[config.mk]
export PLATFORM = sky130hd
export DESIGN_NAME = ldst_agu
export DESIGN_NICKNAME = d
export VERILOG_FILES = /design/src/rtl/ldst_pkg.sv /design/src/rtl/ldst_decode.sv /design/src/rtl/ldst_addr.sv /design/src/rtl/ldst_seq.sv /design/src/rtl/ldst_agu.sv
export SDC_FILE = /design/constraint.sdc
export NUM_CORES = 1
export LEC_CHECK = 0
export BUFFER_PORTS_ARGS = -buffer_cell sky130_fd_sc_hd__buf_4
export CAP_MARGIN = 20
export CORE_MARGIN = 5
export CORE_UTILIZATION = 50
export CTS_CLUSTER_DIAMETER = 200
export DETAILED_ROUTE_END_ITERATION = 8
export HOLD_SLACK_MARGIN = 0.02
export PLACE_DENSITY = 0.75
export SYNTH_ARGS = -nofsm -noshare
export SYNTH_HDL_FRONTEND = slang
export SYNTH_HIERARCHICAL = 1
export SYNTH_SLANG_ARGS = --single-unit
[constraint.sdc]
create_clock -name clk -period 4 [get_ports clk]
set_clock_uncertainty 0.05 [all_clocks]
set_input_delay 1.2 -clock clk [delete_from_list [all_inputs] [get_ports clk]]
set_output_delay 1.2 -clock clk [all_outputs]
set_load 0.02 [all_outputs]
[src/rtl/ldst_pkg.sv]
package ldst_pkg;
  localparam int WORD_W = 16;
  localparam int REG_W  = 3;
  localparam int OFF9_W = 9;
  localparam int OFF6_W = 6;

  typedef enum logic [2:0] {
    S_IDLE,
    S_EVAL,
    S_ACC,
    S_IND,
    S_DONE
  } agu_state_t;

  // PC-relative: sign-extend the 9-bit field and add to the advanced PC
  function automatic logic [WORD_W-1:0] pc_rel(input logic [WORD_W-1:0] pc,
                                               input logic [OFF9_W-1:0] off);
    logic [WORD_W-1:0] ext;
    ext = {{(WORD_W-OFF9_W){off[OFF9_W-1]}}, off};
    return pc + ext;
  endfunction

  // Base+offset: sign-extend the 6-bit field and add to the base register
  function automatic logic [WORD_W-1:0] base_rel(input logic [WORD_W-1:0] base,
                                                 input logic [OFF6_W-1:0] off);
    logic [WORD_W-1:0] ext;
    ext = {{(WORD_W-OFF6_W){off[OFF6_W-1]}}, off};
    return base + ext;
  endfunction
endpackage

[src/rtl/ldst_decode.sv]
module ldst_decode
  import ldst_pkg::*;
(
  input  logic [3:0]       op,
  input  logic [REG_W-1:0] reg_fld,
  output logic             is_load,
  output logic             is_store,
  output logic             is_ind,
  output logic             is_lea,
  output logic             use_base,
  output logic [REG_W-1:0] dst
);
  always_comb begin
    is_load  = 1'b0;
    is_store = 1'b0;
    is_ind   = 1'b0;
    is_lea   = 1'b0;
    use_base = 1'b0;
    unique case (op)
      4'b0010: is_load  = 1'b1;
      4'b0011: is_store = 1'b1;
      4'b0110: begin is_load  = 1'b1; use_base = 1'b1; end
      4'b0111: begin is_store = 1'b1; use_base = 1'b1; end
      4'b1010: begin is_load  = 1'b1; is_ind   = 1'b1; end
      4'b1011: begin is_store = 1'b1; is_ind   = 1'b1; end
      4'b1110: is_lea = 1'b1;
      default: ;
    endcase
  end

  assign dst = reg_fld;
endmodule

[src/rtl/ldst_addr.sv]
module ldst_addr
  import ldst_pkg::*;
#(
  parameter int W = WORD_W
) (
  input  logic [W-1:0]      pc,
  input  logic [W-1:0]      base,
  input  logic [OFF9_W-1:0] off9,
  input  logic              use_base,
  output logic [W-1:0]      ea
);
  logic [W-1:0] ea_pc;
  logic [W-1:0] ea_base;

  assign ea_pc   = pc_rel(pc, off9);
  assign ea_base = base_rel(base, off9[OFF6_W-1:0]);
  assign ea      = use_base ? ea_base : ea_pc;
endmodule

[src/rtl/ldst_seq.sv]
module ldst_seq
  import ldst_pkg::*;
#(
  parameter int W = WORD_W
) (
  input  logic         clk,
  input  logic         rst_n,
  input  logic         req_valid,
  output logic         req_ready,
  input  logic [W-1:0] instr,
  input  logic [W-1:0] pc_inc,
  input  logic [W-1:0] base_val,
  input  logic [W-1:0] src_val,
  output logic [W-1:0] instr_q,
  output logic [W-1:0] pc_q,
  output logic [W-1:0] base_q,
  input  logic         is_load,
  input  logic         is_store,
  input  logic         is_ind,
  input  logic         is_lea,
  input  logic [W-1:0] ea,
  output logic [W-1:0] mem_addr,
  output logic         mem_rd,
  output logic         mem_wr,
  output logic [W-1:0] mem_wdata,
  input  logic [W-1:0] mem_rdata,
  input  logic         mem_ready,
  output logic         done,
  output logic         rf_we,
  output logic [W-1:0] rf_wdata
);
  agu_state_t   state;
  logic [W-1:0] src_q;
  logic [W-1:0] ptr_q;
  logic [W-1:0] res_q;
  logic         wb_q;

  // named events for the assertions
  logic accept;
  logic strobe;
  logic acc_fire;
  logic ptr_fire;
  logic lea_eval;

  assign req_ready = (state == S_IDLE);
  assign accept    = req_ready && req_valid;
  assign strobe    = mem_rd || mem_wr;
  assign acc_fire  = strobe && mem_ready;
  assign ptr_fire  = acc_fire && (state == S_ACC) && is_ind;
  assign lea_eval  = (state == S_EVAL) && is_lea;

  always_comb begin
    mem_rd = 1'b0;
    mem_wr = 1'b0;
    if (state == S_ACC) begin
      mem_rd = is_load || is_ind;
      mem_wr = is_store && !is_ind;
    end else if (state == S_IND) begin
      mem_rd = is_load;
      mem_wr = is_store;
    end
  end

  assign mem_addr  = (state == S_IND) ? ptr_q : ea;
  assign mem_wdata = src_q;
  assign done      = (state == S_DONE);
  assign rf_we     = done && wb_q;
  assign rf_wdata  = res_q;

  always_ff @(posedge clk or negedge rst_n) begin
    if (!rst_n) begin
      state   <= S_IDLE;
      instr_q <= '0;
      pc_q    <= '0;
      base_q  <= '0;
      src_q   <= '0;
      ptr_q   <= '0;
      res_q   <= '0;
      wb_q    <= 1'b0;
    end else begin
      unique case (state)
        S_IDLE: begin
          if (accept) begin
            instr_q <= instr;
            pc_q    <= pc_inc;
            base_q  <= base_val;
            src_q   <= src_val;
            wb_q    <= 1'b0;
            state   <= S_EVAL;
          end
        end
        S_EVAL: begin
          if (is_lea) begin
            res_q <= ea;
            wb_q  <= 1'b1;
            state <= S_DONE;
          end else if (is_load || is_store) begin
            state <= S_ACC;
          end else begin
            wb_q  <= 1'b0;
            state <= S_DONE;
          end
        end
        S_ACC: begin
          if (acc_fire) begin
            if (is_ind) begin
              ptr_q <= mem_rdata;
              state <= S_IND;
            end else begin
              res_q <= mem_rdata;
              wb_q  <= is_load;
              state <= S_DONE;
            end
          end
        end
        S_IND: begin
          if (acc_fire) begin
            res_q <= mem_rdata;
            wb_q  <= is_load;
            state <= S_DONE;
          end
        end
        S_DONE: state <= S_IDLE;
        default: state <= S_IDLE;
      endcase
    end
  end

  AST_RD_WR_EXCL: assert property (@(posedge clk) disable iff (!rst_n)
    !(mem_rd && mem_wr));
  AST_IDLE_QUIET: assert property (@(posedge clk) disable iff (!rst_n)
    req_ready |-> !strobe);
  AST_HOLD_UNTIL_READY: assert property (@(posedge clk) disable iff (!rst_n)
    (strobe && !mem_ready) |=> (strobe && $stable(mem_addr)));
  AST_PTR_FOLLOW: assert property (@(posedge clk) disable iff (!rst_n)
    ptr_fire |=> (mem_addr == $past(mem_rdata)));
  AST_LEA_NO_MEM: assert property (@(posedge clk) disable iff (!rst_n)
    lea_eval |=> (done && rf_we && !strobe));
  AST_DONE_PULSE: assert property (@(posedge clk) disable iff (!rst_n)
    done |=> !done);
  AST_WE_ONLY_AT_DONE: assert property (@(posedge clk) disable iff (!rst_n)
    rf_we |-> done);
endmodule

[src/rtl/ldst_agu.sv]
module ldst_agu
  import ldst_pkg::*;
#(
  parameter int W = WORD_W
) (
  input  logic             clk,
  input  logic             rst_n,
  input  logic             req_valid,
  output logic             req_ready,
  input  logic [W-1:0]     instr,
  input  logic [W-1:0]     pc_inc,
  input  logic [W-1:0]     base_val,
  input  logic [W-1:0]     src_val,
  output logic [W-1:0]     mem_addr,
  output logic             mem_rd,
  output logic             mem_wr,
  output logic [W-1:0]     mem_wdata,
  input  logic [W-1:0]     mem_rdata,
  input  logic             mem_ready,
  output logic             done,
  output logic             rf_we,
  output logic [REG_W-1:0] rf_waddr,
  output logic [W-1:0]     rf_wdata
);
  logic [W-1:0] instr_q;
  logic [W-1:0] pc_q;
  logic [W-1:0] base_q;
  logic [W-1:0] ea;
  logic         is_load;
  logic         is_store;
  logic         is_ind;
  logic         is_lea;
  logic         use_base;

  ldst_decode u_dec (
    .op       (instr_q[15:12]),
    .reg_fld  (instr_q[11:9]),
    .is_load  (is_load),
    .is_store (is_store),
    .is_ind   (is_ind),
    .is_lea   (is_lea),
    .use_base (use_base),
    .dst      (rf_waddr)
  );

  ldst_addr #(.W(W)) u_addr (
    .pc       (pc_q),
    .base     (base_q),
    .off9     (instr_q[OFF9_W-1:0]),
    .use_base (use_base),
    .ea       (ea)
  );

  ldst_seq #(.W(W)) u_seq (
    .clk       (clk),
    .rst_n     (rst_n),
    .req_valid (req_valid),
    .req_ready (req_ready),
    .instr     (instr),
    .pc_inc    (pc_inc),
    .base_val  (base_val),
    .src_val   (src_val),
    .instr_q   (instr_q),
    .pc_q      (pc_q),
    .base_q    (base_q),
    .is_load   (is_load),
    .is_store  (is_store),
    .is_ind    (is_ind),
    .is_lea    (is_lea),
    .ea        (ea),
    .mem_addr  (mem_addr),
    .mem_rd    (mem_rd),
    .mem_wr    (mem_wr),
    .mem_wdata (mem_wdata),
    .mem_rdata (mem_rdata),
    .mem_ready (mem_ready),
    .done      (done),
    .rf_we     (rf_we),
    .rf_wdata  (rf_wdata)
  );
endmodule

* Word level (Yosys, flattened, before mapping)
Index checks and enable logic that the tools add are counted.
Operators by class: $add $sub $neg 2, $mul 0, div/mod/pow operators 0, magnitude comparators 0, eq/ne operators 17, shift-type cells 0, muxes and demuxes 30, bitwise logic cells 0, reduce and logical (&&, ||, !) cells 20
Operators with widths (number):
- $mux 16 | 6
- $pmux 16 s3 | 1
- $add 16x16->16 | 2
- $mux 3 | 6
- $mux 1 | 15
- $eq 4x4->1 const B | 3
- $pmux 3 s4 | 1
- $eq 4x2->1 const B | 2
- $eq 4x3->1 const B | 2
- $eq 3x2->1 const B | 2
- $ne 2x2->1 const B | 3
- $reduce_and 3->1 | 2
- $reduce_and 6->1 | 1
- $reduce_or 3->1 | 2
- $reduce_and 5->1 | 1
- $logic_and 1x1->1 | 4
- $ne 2x1->1 const B | 2
- $pmux 1 s4 | 1
- $reduce_bool 4->1 | 1
- $reduce_or 2->1 | 2
- $eq 3x1->1 const B | 1
- $eq 3x3->1 const B | 1
- $logic_not 3->1 | 1
- $logic_or 1x1->1 | 3
- 4 further kinds | 4
Storage, ports and cells: bits in registers 100, bits in latches 0, memory bits (writable) 0, memory bits (read-only) 0, input port bits 84, logic and storage cells 77, memories kept 0

* Depth between registers and ports, before layout
Gate-level depths: netlist of run 1.
depth in word-level cells 10, mapped depth 10, mapped depth without buffers 10

* Cells and area by module
Netlist of run 1, hierarchy kept.
By module, submodules not included:
- ldst_seq | times used 1, cells an instance 294, area each 4292.9 um^2
- ldst_addr | times used 1, cells an instance 208, area each 1631.6 um^2
- ldst_decode | times used 1, cells an instance 11, area each 65.1 um^2

* Worst setup path after synthesis of run 1
No wires, ideal clock.
kind reg-to-output, start point register u_seq.instr_q[0], end point output port mem_addr[12], data arrival time 2.500 ns, required time 2.750 ns, path slack 0.250 ns, stages on the path, launching flop included 10, cells stage by stage dfrtp_1 -> ha_1 -> fa_1 -> a21o_1 -> a221oi_2 -> a21oi_2 -> a31oi_4 -> mux2i_1 -> o211ai_2 -> mux2_2
On the way: word-level cells in the longest chain between the ends 3
RTL lines:
- from (decl) | RTL line ldst_seq.sv:14 | output logic [W-1:0] instr_q,
- from (signal assigned) | RTL line ldst_seq.sv:84 | instr_q <= instr;
- $add 16x16->16 (on tied branches) | RTL line ldst_pkg.sv:20, ldst_pkg.sv:28
- $mux 16 * | RTL line ldst_addr.sv:17 | assign ea = use_base ? ea_base : ea_pc;
- net ea[12] | RTL line ldst_agu.sv:28 | logic [W-1:0] ea;
- $mux 16 * | RTL line ldst_seq.sv:64 | assign mem_addr = (state == S_IND) ? ptr_q : ea;
- to (decl) | RTL line ldst_agu.sv:14 | output logic [W-1:0] mem_addr,
Mark *: on every way through the listed nets, which the timed path passes. The rest lies on a longest branch.

* Final worst setup path of run 1
Same ends and word-level chain as after synthesis.

==> results of run 1 <==
## what timing repair did
| item | in CTS | in global routing |
|---|---|---|
| endpoints found under the hold margin | 0 | 0 |
| pin swaps | 19 | 17 |
| endpoints found under the setup margin | 10 | 11 |
| resized for setup | 35 | 29 |
| setup buffers | 10 | 4 |
## per-stage QoR
step                      TNS, ps  hold WS, ps  utilization (%)
after floorplan                 0          406                -
after detailed placement    -93.3          421             60.1
after global routing        -2190          467             66.9
final                       -1140          429             66.9
after CTS                   -1110          435             65.3
after global placement      -13.0          412             60.1
## cells in the final DEF, fill, tap and decap left out, types with 4 or more instances in the layout
cell type,synthesis,layout
a21oi_1,25,19
xor2_1,11,9
mux2i_1,21,20
a21oi_2,1,7
o21ai_0,29,28
nand2_1,38,38
mux2_2,86,83
nor2_1,14,13
nand3_1,7,5
ha_4,0,10
nor3_1,7,5
and3_1,6,6
xnor2_1,13,12
mux2_4,11,14
buf_4,3,156
o21a_1,5,5
buf_6,11,7
a21o_1,10,10
clkbuf_16,0,9
o21ai_1,6,4
mux2_1,4,4
ha_1,30,18
dfrtp_1,100,97
nand2b_1,5,5
## flip-flops by register name, summed over array words and instances, names as in the netlist
register / count
u_seq/wb_q: 1
u_seq/pc_q: 16
u_seq/state: 3
u_seq/rf_wdata: 16
u_seq/base_q: 16
u_seq/ptr_q: 16
u_seq/mem_wdata: 16
u_seq/instr_q: 16
## logic make-up after synthesis
group / Yosys count / synth area share (%)
mux: 122 / 23.2
fa+ha+maj: 32 / 6.94
simple gates: 104 / 9.30
xor+xnor: 24 / 3.51
compound gates: 104 / 11.7
buf+inv: 27 / 3.59
flops: 100 / 41.8
## final timing paths
path	from	end	slack [ps]	cells past startpoint
setup / recovery	u_seq/instr_q[0]$_DFFE_PN0P_	mem_addr[12]	-340	10
hold / removal	u_seq/rf_wdata[12]$_DFFE_PN0P_	u_seq/rf_wdata[12]$_DFFE_PN0P_	430	2
setup reg to reg	u_seq/instr_q[0]$_DFFE_PN0P_	u_seq/rf_wdata[14]$_DFFE_PN0P_	1270	11
hold reg to reg	u_seq/rf_wdata[12]$_DFFE_PN0P_	u_seq/rf_wdata[12]$_DFFE_PN0P_	430	2
max in group asynchronous	rst_n	u_seq/rf_wdata[12]$_DFFE_PN0P_	2380	2
min in group asynchronous	rst_n	u_seq/mem_wdata[0]$_DFFE_PN0P_	810	1
## final cells by class
cell class	count	area, sq um	area share (%)
multi-input combinational	386	3610	45.5
sequential	100	2510	31.6
timing repair buffer	165	1290	16.3
clock buffer	12	267	3.36
tap	147	184	2.32
clock inverter	4	70.1	0.883
inverter	3	11.3	0.142
## worst max-delay path: stages, from the launching register on
cell	delay, ps
dfrtp_1	430
ha_4	190
fa_2	330
a21o_1	200
a221oi_4	370
a21oi_2	130
a31oi_4	220
mux2i_1	300
o211ai_2	150
mux2_4	290
buf_6	130
## routing by layer
| metal | global-route usage (%) | vias to the layer above |
|---|---|---|
| li1 | - | 2177 |
| met1 | 27.1 | 2225 |
| met2 | 32.1 | 128 |
| met3 | 5.46 | 17 |
| met4 | 7.09 | 0 |
| met5 | 0 | - |
==> impl_metrics.py, run 1 <==
metrics = {
    "run_status": {
        "status": "complete, but fails checks",
        "violations": "negative setup slack",
    },
    "sta": {
        "setup_ws_ps": -342,
        "finalCritPeriodShare_pct": 109,
        "drv_slew": 0,
        "fmax_mhz": 230,
        "worstMarginPinSlew_ps": 747,
        "max_slew_margin_pct": 50.2,
        "setup_viol": 7,
        "rsz0062_at_grt": "true",
        "hold_viol": 0,
        "period_minus_slack_ps": 4340,
    },
    "floorplanning": {
        "core_sq_um": 11900,
        "die_area_sq_um": 14300,
        "die_width_microns": 119,
        "initial_utilization_pct": 50.5,
        "boundaryPins": 140,
        "row_count": 40,
        "die_h_microns": 119,
    },
    "global_routing": {
        "antenna_found_initial": 0,
        "grt_max_degree": 55,
        "grt_use_total_pct": 20.3,
        "grt_pass1_wl_mm": 23.4,
        "overflow": 0,
        "grt_pass1_vias": 4709,
    },
    "detailed_routing": {
        "routed_wl_mm": 14.3,
        "highest_layer": "met4",
        "drtPass1Iterations": 4,
        "dr.first_iter.drc_count": 361,
        "ant_nets": 0,
        "wire_per_inst_microns": 17.5,
        "wl_met2_mm": 6.97,
        "detail_route.wirelength.met1_mm": 6.34,
        "route.detailed.drc": 0,
        "vias_per_cell": 5.57,
        "wl_met3_microns": 821,
        "vias": 4547,
    },
    "setup_path": {
        "critPathArrivalTime_ps": 3090,
        "cp-end-kind": "primary output",
        "required_ps": 2750,
        "crit_type": "reg2out",
        "crit_path_max_fanout": 3,
        "crit_path_start_kind": "flop",
    },
    "yosys": {
        "synth_common_cells": "dfrtp_1 (100), mux2_2 (86), nand2_1 (38)",
        "ys.flop_type": "dfrtp_1",
        "yosysTopAreaCellShare_pct": 41.8,
        "yosysMostFrequentCell": "dfrtp_1",
        "synth_edf_count": 0,
        "ys_warn_count": 6,
        "synthCells": 513,
        "yosysTopAreaCell": "dfrtp_1",
        "synth_area_per_cell_sq_um": 11.7,
        "syn_nets": 629,
        "synth_area_leaders": "dfrtp_1 (42%), mux2_2 (16%), ha_1 (6.3%), mux2i_1 (3.5%), mux2_4 (2.8%)",
        "async_reset_ff_share_pct": 100,
        "ys_seq_area_share_pct": 41.8,
        "syn-cell-area_sq_um": 5990,
        "postSynthRegisterBits": 100,
        "synth_cell_types": 63,
    },
    "clocking": {
        "clock_latency_ps": 350,
        "cts_max_level": 3,
        "root_buffer": "clkbuf_16",
        "clkTransAtPathRegs_ps": 70,
        "cts.sinks": 100,
        "numCtsBuffers": 9,
        "ctsLongestPathBuffers": 2,
        "ctsHoldBuffers": 0,
        "tritoncts": "built",
    },
    "placement": {
        "dp_slack_ps": -93.3,
        "dpl_cell_area_sq_um": 7120,
        "dp_hpwl_mm": 10.4,
        "io_buffer_count": 139,
        "place_congestion": 0.823,
        "place_inst": 787,
    },
    "final_layout": {
        "antenna_cells": 0,
        "fin_cells": 817,
        "fillers": 909,
        "nNetsFinal": 781,
        "fin_area_sq_um": 7940,
        "layout-drive-gt1-share_pct": 51.3,
        "area_growth_syn_to_layout_pct": 32.5,
    },
    "worst_hold_path": {
        "hp-class": "reg2reg",
    },
    "run": {
        "cap_violations": 0,
    },
}
Power of run 1 is left out: the tool's default activity adds up to more than one toggle a clock period on the data nets, which glitch-free logic cannot reach.
==> inputs of run 2 (changes only) <==
- SYNTH_HIERARCHICAL: 1 -> unset
==> impl_metrics.py, run 2 <==
metrics = {
    "yosys": {
        "synthMuxAreaShare_pct": 16.8,
        "synth_adder_area_share_pct": 6.96,
        "synthSimpleGateAreaFrac_pct": 11.8,
        "synth_compound_area_share_pct": 15.5,
        "postSynthRegisterBits": 100,
        "yosysTopAreaCell": "dfrtp_1",
        "synthCells": 592,
        "ys_seq_area_share_pct": 41.9,
        "async_reset_ff_share_pct": 100,
        "synth_cell_types": 57,
        "syn_nets": 708,
        "synth_edf_count": 0,
        "yosysMostFrequentCell": "dfrtp_1",
        "synth_area_per_cell_sq_um": 10.1,
        "synth_common_cells": "dfrtp_1 (100), mux2_2 (82), a21oi_1 (60)",
        "syn-cell-area_sq_um": 5970,
        "synth_area_leaders": "dfrtp_1 (42%), mux2_2 (15%), ha_1 (6.3%), a21oi_1 (5.0%), nand2_1 (3.0%)",
        "ys.flop_type": "dfrtp_1",
        "synth_top_family_by_area": "multiplexers",
        "ys_warn_count": 0,
        "yosysTopAreaCellShare_pct": 41.9,
        "synth-xor-area-share_pct": 3.52,
    },
    "placement": {
        "place_congestion": 0.984,
        "dp_hpwl_mm": 11.8,
        "place_inst": 861,
        "dpl_cell_area_sq_um": 7180,
        "io_buffer_count": 139,
    },
    "worst_hold_path": {
        "min_delay_worst_endpoint": "u_seq.mem_wdata[12]$_DFFE_PN0P_",
        "min-delay-start": "u_seq.mem_wdata[12]$_DFFE_PN0P_",
        "holdPathStages": 1,
        "hp-class": "reg2reg",
    },
    "sta": {
        "finalCritPeriodShare_pct": 109,
        "max_slew_margin_pct": 42.8,
        "period_minus_slack_ps": 4350,
        "fmax_mhz": 230,
        "setup_ws_ps": -349,
        "hold_viol": 0,
        "drv_slew": 0,
        "rsz0062_at_grt": "true",
        "hold_slack_ps": 456,
        "worstMarginPinSlew_ps": 859,
        "setup_viol": 4,
    },
    "setup_path": {
        "reg2reg_from": "u_seq.instr_q[0]$_DFFE_PN0P_",
        "critPathArrivalTime_ps": 3100,
        "crit_type": "reg2out",
        "crit_path_max_fanout": 2,
        "rr_worst_depth": 13,
        "crit_chain": "ha_2 > fa_2 > a211oi_4 > nor2_2 > o311ai_2 > o211ai_1 > or4b_1 > and4_4 > o31ai_4 > buf_6",
        "cp_top_family": "compound AO/OA/AOI/OAI gates",
        "cp_slowest_stage_delay_ps": 490,
        "required_ps": 2750,
        "cp_num_buf_inv": 1,
        "crit_path_start_kind": "flop",
        "cp-end-kind": "primary output",
        "rrSetupSlack_ps": 1380,
        "worstReg2RegEnd": "u_seq.rf_wdata[6]$_DFFE_PN0P_",
        "cp_slowest_cell": "or4b_1",
    },
    "global_routing": {
        "grt_use_total_pct": 22.7,
        "grt_pass1_vias": 5208,
        "grt_pass1_wl_mm": 26.1,
        "antenna_found_initial": 0,
        "overflow": 0,
        "grt_max_degree": 101,
    },
    "clocking": {
        "numCtsBuffers": 9,
        "cts.sinks": 100,
        "clkTransAtPathRegs_ps": 70,
        "clock_latency_ps": 350,
        "cts_max_level": 3,
        "ctsHoldBuffers": 0,
        "ctsLongestPathBuffers": 2,
        "root_buffer": "clkbuf_16",
        "tritoncts": "built",
    },
    "detailed_routing": {
        "drtPass1Iterations": 6,
        "routed_wl_mm": 16.3,
        "vias": 5156,
        "wire_per_inst_microns": 18.3,
        "vias_per_cell": 5.79,
        "ant_nets": 0,
        "route.detailed.drc": 0,
        "dr.first_iter.drc_count": 381,
    },
    "floorplanning": {
        "initial_utilization_pct": 50.3,
        "core_sq_um": 11900,
        "die_h_microns": 119,
        "boundaryPins": 140,
        "die_width_microns": 119,
        "row_count": 40,
        "die_area_sq_um": 14200,
    },
    "run": {
        "cap_violations": 0,
    },
    "final_layout": {
        "mostFrequentLayoutCell": "buf_4",
        "antenna_cells": 0,
        "area_growth_syn_to_layout_pct": 32.1,
        "fin_area_sq_um": 7880,
        "layout-drive-gt1-share_pct": 44.5,
        "nNetsFinal": 856,
        "mostFrequentLayoutCells": "buf_4 (168), dfrtp_1 (95), mux2_2 (82)",
        "fin_cells": 891,
    },
    "run_status": {
        "violations": "negative setup slack",
        "status": "complete, but fails checks",
    },
}
==> run 2: cell count changes after synthesis, sizes merged, moves of 7 or more <==
| cell | delta |
|---|---|
| inv | +7 |
| mux2 | -19 |
| nand2 | +8 |
| nor2 | +31 |
| a21oi | +35 |
| nand3 | +8 |
| mux2i | -13 |
| clkbuf | +15 |
==> run 2: area by class of cell <==
type                            count  area [sq um]
Sequential cell                   100          2510
Clock inverter                      5          77.6
Fill cell                         921          3980
Clock buffer                       10           229
Inverter                           10          37.5
Multi-Input combinational cell    447          3530
Timing Repair Buffer              172          1320
Tap cell                          147           184
==> run 2: logic make-up (layout without fill, tap and decap cells) <==
group / Yosys count / in the layout
AND/OR/NAND/NOR: 150 / 150
AO/OA/AOI/OAI: 151 / 151
XOR/XNOR: 24 / 24
flip-flops: 100 / 100
adder cells (fa/ha/maj): 32 / 32
buffers and inverters: 45 / 197
multiplexers: 90 / 90
==> run 2: what timing repair did <==
action | CTS | global route
setup buffers | 8 | 9
pin swaps | 14 | 21
setup endpoints to repair | 9 | 11
resized for setup | 32 | 38
==> run 2: routing by layer <==
| metal | routed length, microns | track usage, % | up-vias |
|---|---|---|---|
| li1 | - | - | 2419 |
| met1 | 6820 | 29.5 | 2499 |
| met5 | 0 | 0 | - |
| met2 | 8120 | 37.1 | 200 |
| met3 | 877 | 4.08 | 38 |
| met4 | 465 | 9.92 | 0 |
==> run 2: worst max-delay path by stage <==
| stage | from | endpoint | cells after the start |
|---|---|---|---|
| 2_1_floorplan | u_seq.instr_q[0]$_DFFE_PN0P_ | mem_addr[14] | 9 |
| 5_1_grt | u_seq.instr_q[0]$_DFFE_PN0P_ | mem_addr[14] | 10 |
| 3_3_place_gp | u_seq.instr_q[0]$_DFFE_PN0P_ | mem_addr[14] | 10 |
| 3_5_place_dp | u_seq.instr_q[0]$_DFFE_PN0P_ | mem_addr[14] | 10 |
| 4_1_cts | u_seq.instr_q[0]$_DFFE_PN0P_ | mem_addr[14] | 10 |
| 6_report | u_seq.instr_q[0]$_DFFE_PN0P_ | mem_addr[14] | 10 |
==> run 2: metrics by stage <==
| step | setup TNS [ps] | utilization, % | worst slack [ps] |
|---|---|---|---|
| after global routing | -1370 | 66.5 | -459 |
| after global placement | -82.3 | 60.6 | -82.3 |
| after floorplan | 0 | - | 64.2 |
| after CTS | -492 | 64.7 | -305 |
| final | -697 | 66.5 | -349 |
| after detailed placement | -171 | 60.6 | -171 |
==> run 2: worst register-to-register path, stage by stage, from the launching register on <==
cell and delay [ps]:
dfrtp_1 390, buf_4 160, ha_4 160, fa_2 360, a21o_1 190, a221oi_2 220, buf_4 160, buf_4 100
xor2_1 130, nand2_1 80, o21ai_2 110, buf_4 140, a21oi_1 60, a21o_1 200
Power of run 2 is left out for the same reason.
==> inputs of run 3 (changes only) <==
- BUFFER_PORTS_ARGS: -buffer_cell sky130_fd_sc_hd__buf_4 -> unset
- CAP_MARGIN: 20 -> 25
- DONT_BUFFER_PORTS: unset -> 1
- PLACE_DENSITY: 0.75 -> unset
- SETUP_SLACK_MARGIN: unset -> 0.2
==> impl_metrics.py, run 3 (same netlist as run 2, synthesis figures left out) <==
metrics = {
    "run_status": {
        "status": "complete, but fails checks",
        "violations": "negative setup slack",
    },
    "final_layout": {
        "antenna_cells": 0,
        "area_growth_syn_to_layout_pct": 14.8,
        "fin_cells": 752,
        "fillers": 1037,
        "multi_input_area_sq_um": 3530,
        "layout-drive-gt1-share_pct": 30.2,
        "mostFrequentLayoutCell": "dfrtp_1",
        "nNetsFinal": 716,
        "seq_area_sq_um": 2500,
        "utilization_pct": 57.7,
        "mostFrequentLayoutCells": "dfrtp_1 (99), mux2_2 (82), a21oi_1 (46), nand2_1 (46), nor2_1 (45)",
    },
    "global_routing": {
        "met2_usage_pct": 32.4,
        "met1_usage_pct": 27.3,
        "antenna_found_initial": 0,
        "grt_pass1_wl_mm": 23.6,
        "grt_pass1_vias": 4538,
        "overflow": 0,
        "grt.busiest_layer": "met2",
        "grt_use_total_pct": 20.7,
        "grt_max_degree": 101,
        "grt_use_met3_pct": 7.12,
    },
    "clocking": {
        "clock_latency_ps": 350,
        "numCtsBuffers": 9,
        "ctsHoldBuffers": 0,
        "cts.sinks": 100,
        "cts_max_level": 3,
        "clkTransAtPathRegs_ps": 70,
        "tritoncts": "built",
        "ctsLongestPathBuffers": 2,
        "root_buffer": "clkbuf_16",
    },
    "placement": {
        "dp_slack_ps": 24.7,
        "io_buffer_count": 0,
        "dp_hpwl_mm": 10.6,
        "place_inst": 723,
        "place_congestion": 0.883,
    },
    "setup_path": {
        "cp_slowest_cell": "or4b_1",
        "cp_slowest_stage_delay_ps": 490,
        "cp_top_family": "compound AO/OA/AOI/OAI gates",
        "reg2reg_from": "u_seq.instr_q[0]$_DFFE_PN0P_",
        "cp_num_buf_inv": 0,
        "cp-end-kind": "primary output",
        "rr_worst_depth": 14,
        "critPathArrivalTime_ps": 3030,
        "worstReg2RegEnd": "u_seq.rf_wdata[6]$_DFFE_PN0P_",
        "required_ps": 2750,
        "crit_path_start": "u_seq.base_q[0]$_DFFE_PN0P_",
        "crit_chain": "ha_2 > fa_2 > a211oi_2 > nor2_1 > o311ai_2 > o211ai_1 > or4b_1 > and4_4 > o31ai_4",
        "rrSetupSlack_ps": 1290,
        "crit_path_max_fanout": 3,
        "crit_path_start_kind": "flop",
        "crit_type": "reg2out",
    },
    "worst_hold_path": {
        "min_delay_worst_endpoint": "u_seq.wb_q$_DFFE_PN0P_",
        "min-delay-start": "u_seq.wb_q$_DFFE_PN0P_",
        "holdPathStages": 1,
        "hp-class": "reg2reg",
    },
    "detailed_routing": {
        "wire_per_inst_microns": 19.2,
        "vias": 4434,
        "drtPass1Iterations": 4,
        "ant_nets": 0,
        "route.detailed.drc": 0,
        "routed_wl_mm": 14.5,
        "dr.first_iter.drc_count": 254,
        "vias_per_cell": 5.90,
    },
    "floorplanning": {
        "die_width_microns": 119,
        "initial_utilization_pct": 50.3,
        "die_area_sq_um": 14200,
        "die_h_microns": 119,
        "core_sq_um": 11900,
        "boundaryPins": 140,
        "row_count": 40,
    },
    "sta": {
        "worstMarginPinSlew_ps": 975,
        "rsz0062_at_grt": "true",
        "drv_slew": 0,
        "fmax_mhz": 234,
        "fin_tns_setup_ps": -931,
        "finalCritPeriodShare_pct": 107,
        "period_minus_slack_ps": 4280,
        "setup_viol": 8,
        "setup_ws_ps": -281,
        "hold_viol": 0,
        "max_slew_margin_pct": 34.8,
    },
    "run": {
        "cap_violations": 0,
    },
}
## run 3: cell count changes in the layout (fill, tap and decap cells not counted), moves of 4 or more
cell / delta
o21ai_1: -4
o21ai_0: +5
buf_4: -142
dfrtp_1: +4
dfrtp_2: -4
## run 3: worst max-delay path by stage
stage / endpoint / slack (ps) / cells past startpoint
floorplan: mem_addr[14] / 150 / 9
global placement: mem_addr[14] / 50 / 9
detailed placement: mem_addr[14] / 20 / 9
CTS: mem_addr[14] / -320 / 9
global route: mem_addr[14] / -460 / 9
finish: mem_addr[14] / -280 / 9
## run 3: worst reg2reg max path, stage by stage (launching register included)
cell,delay [ps]
dfrtp_1,390
buf_6,120
buf_6,110
ha_4,150
fa_2,360
a21o_1,200
a221oi_2,230
buf_4,150
buf_6,100
xor2_1,150
nand2_1,90
o21ai_2,130
buf_4,150
a21oi_1,50
a21o_1,180
## run 3: final cells by class
cell class / instances / area share, %
Clock buffer: 10 / 3.49
Clock inverter: 6 / 1.28
Inverter: 10 / 0.548
Multi-Input combinational cell: 447 / 51.5
Sequential cell: 100 / 36.6
Tap cell: 147 / 2.69
Timing Repair Buffer: 32 / 3.96
## run 3: timing repair
action,4_1_cts,5_1_grt
endpoints found under the setup margin,12,14
pin swaps,17,6
setup buffers,9,4
resized for setup,44,12
## run 3: through the flow
stage | hold slack [ps] | instance area [sq um]
2_1_floorplan | 422 | 5980
3_3_place_gp | 432 | 6160
3_5_place_dp | 442 | 6160
4_1_cts | 458 | 6760
5_1_grt | 461 | 6850
6_report | 455 | 6850
## run 3: per-layer routing
layer | part of all wire (%) | wire length, microns
met1 | 45 | 6450
met2 | 47 | 6730
met3 | 7.0 | 1010
met4 | 1.8 | 265
met5 | 0 | 0
Power of run 3 is left out for the same reason.
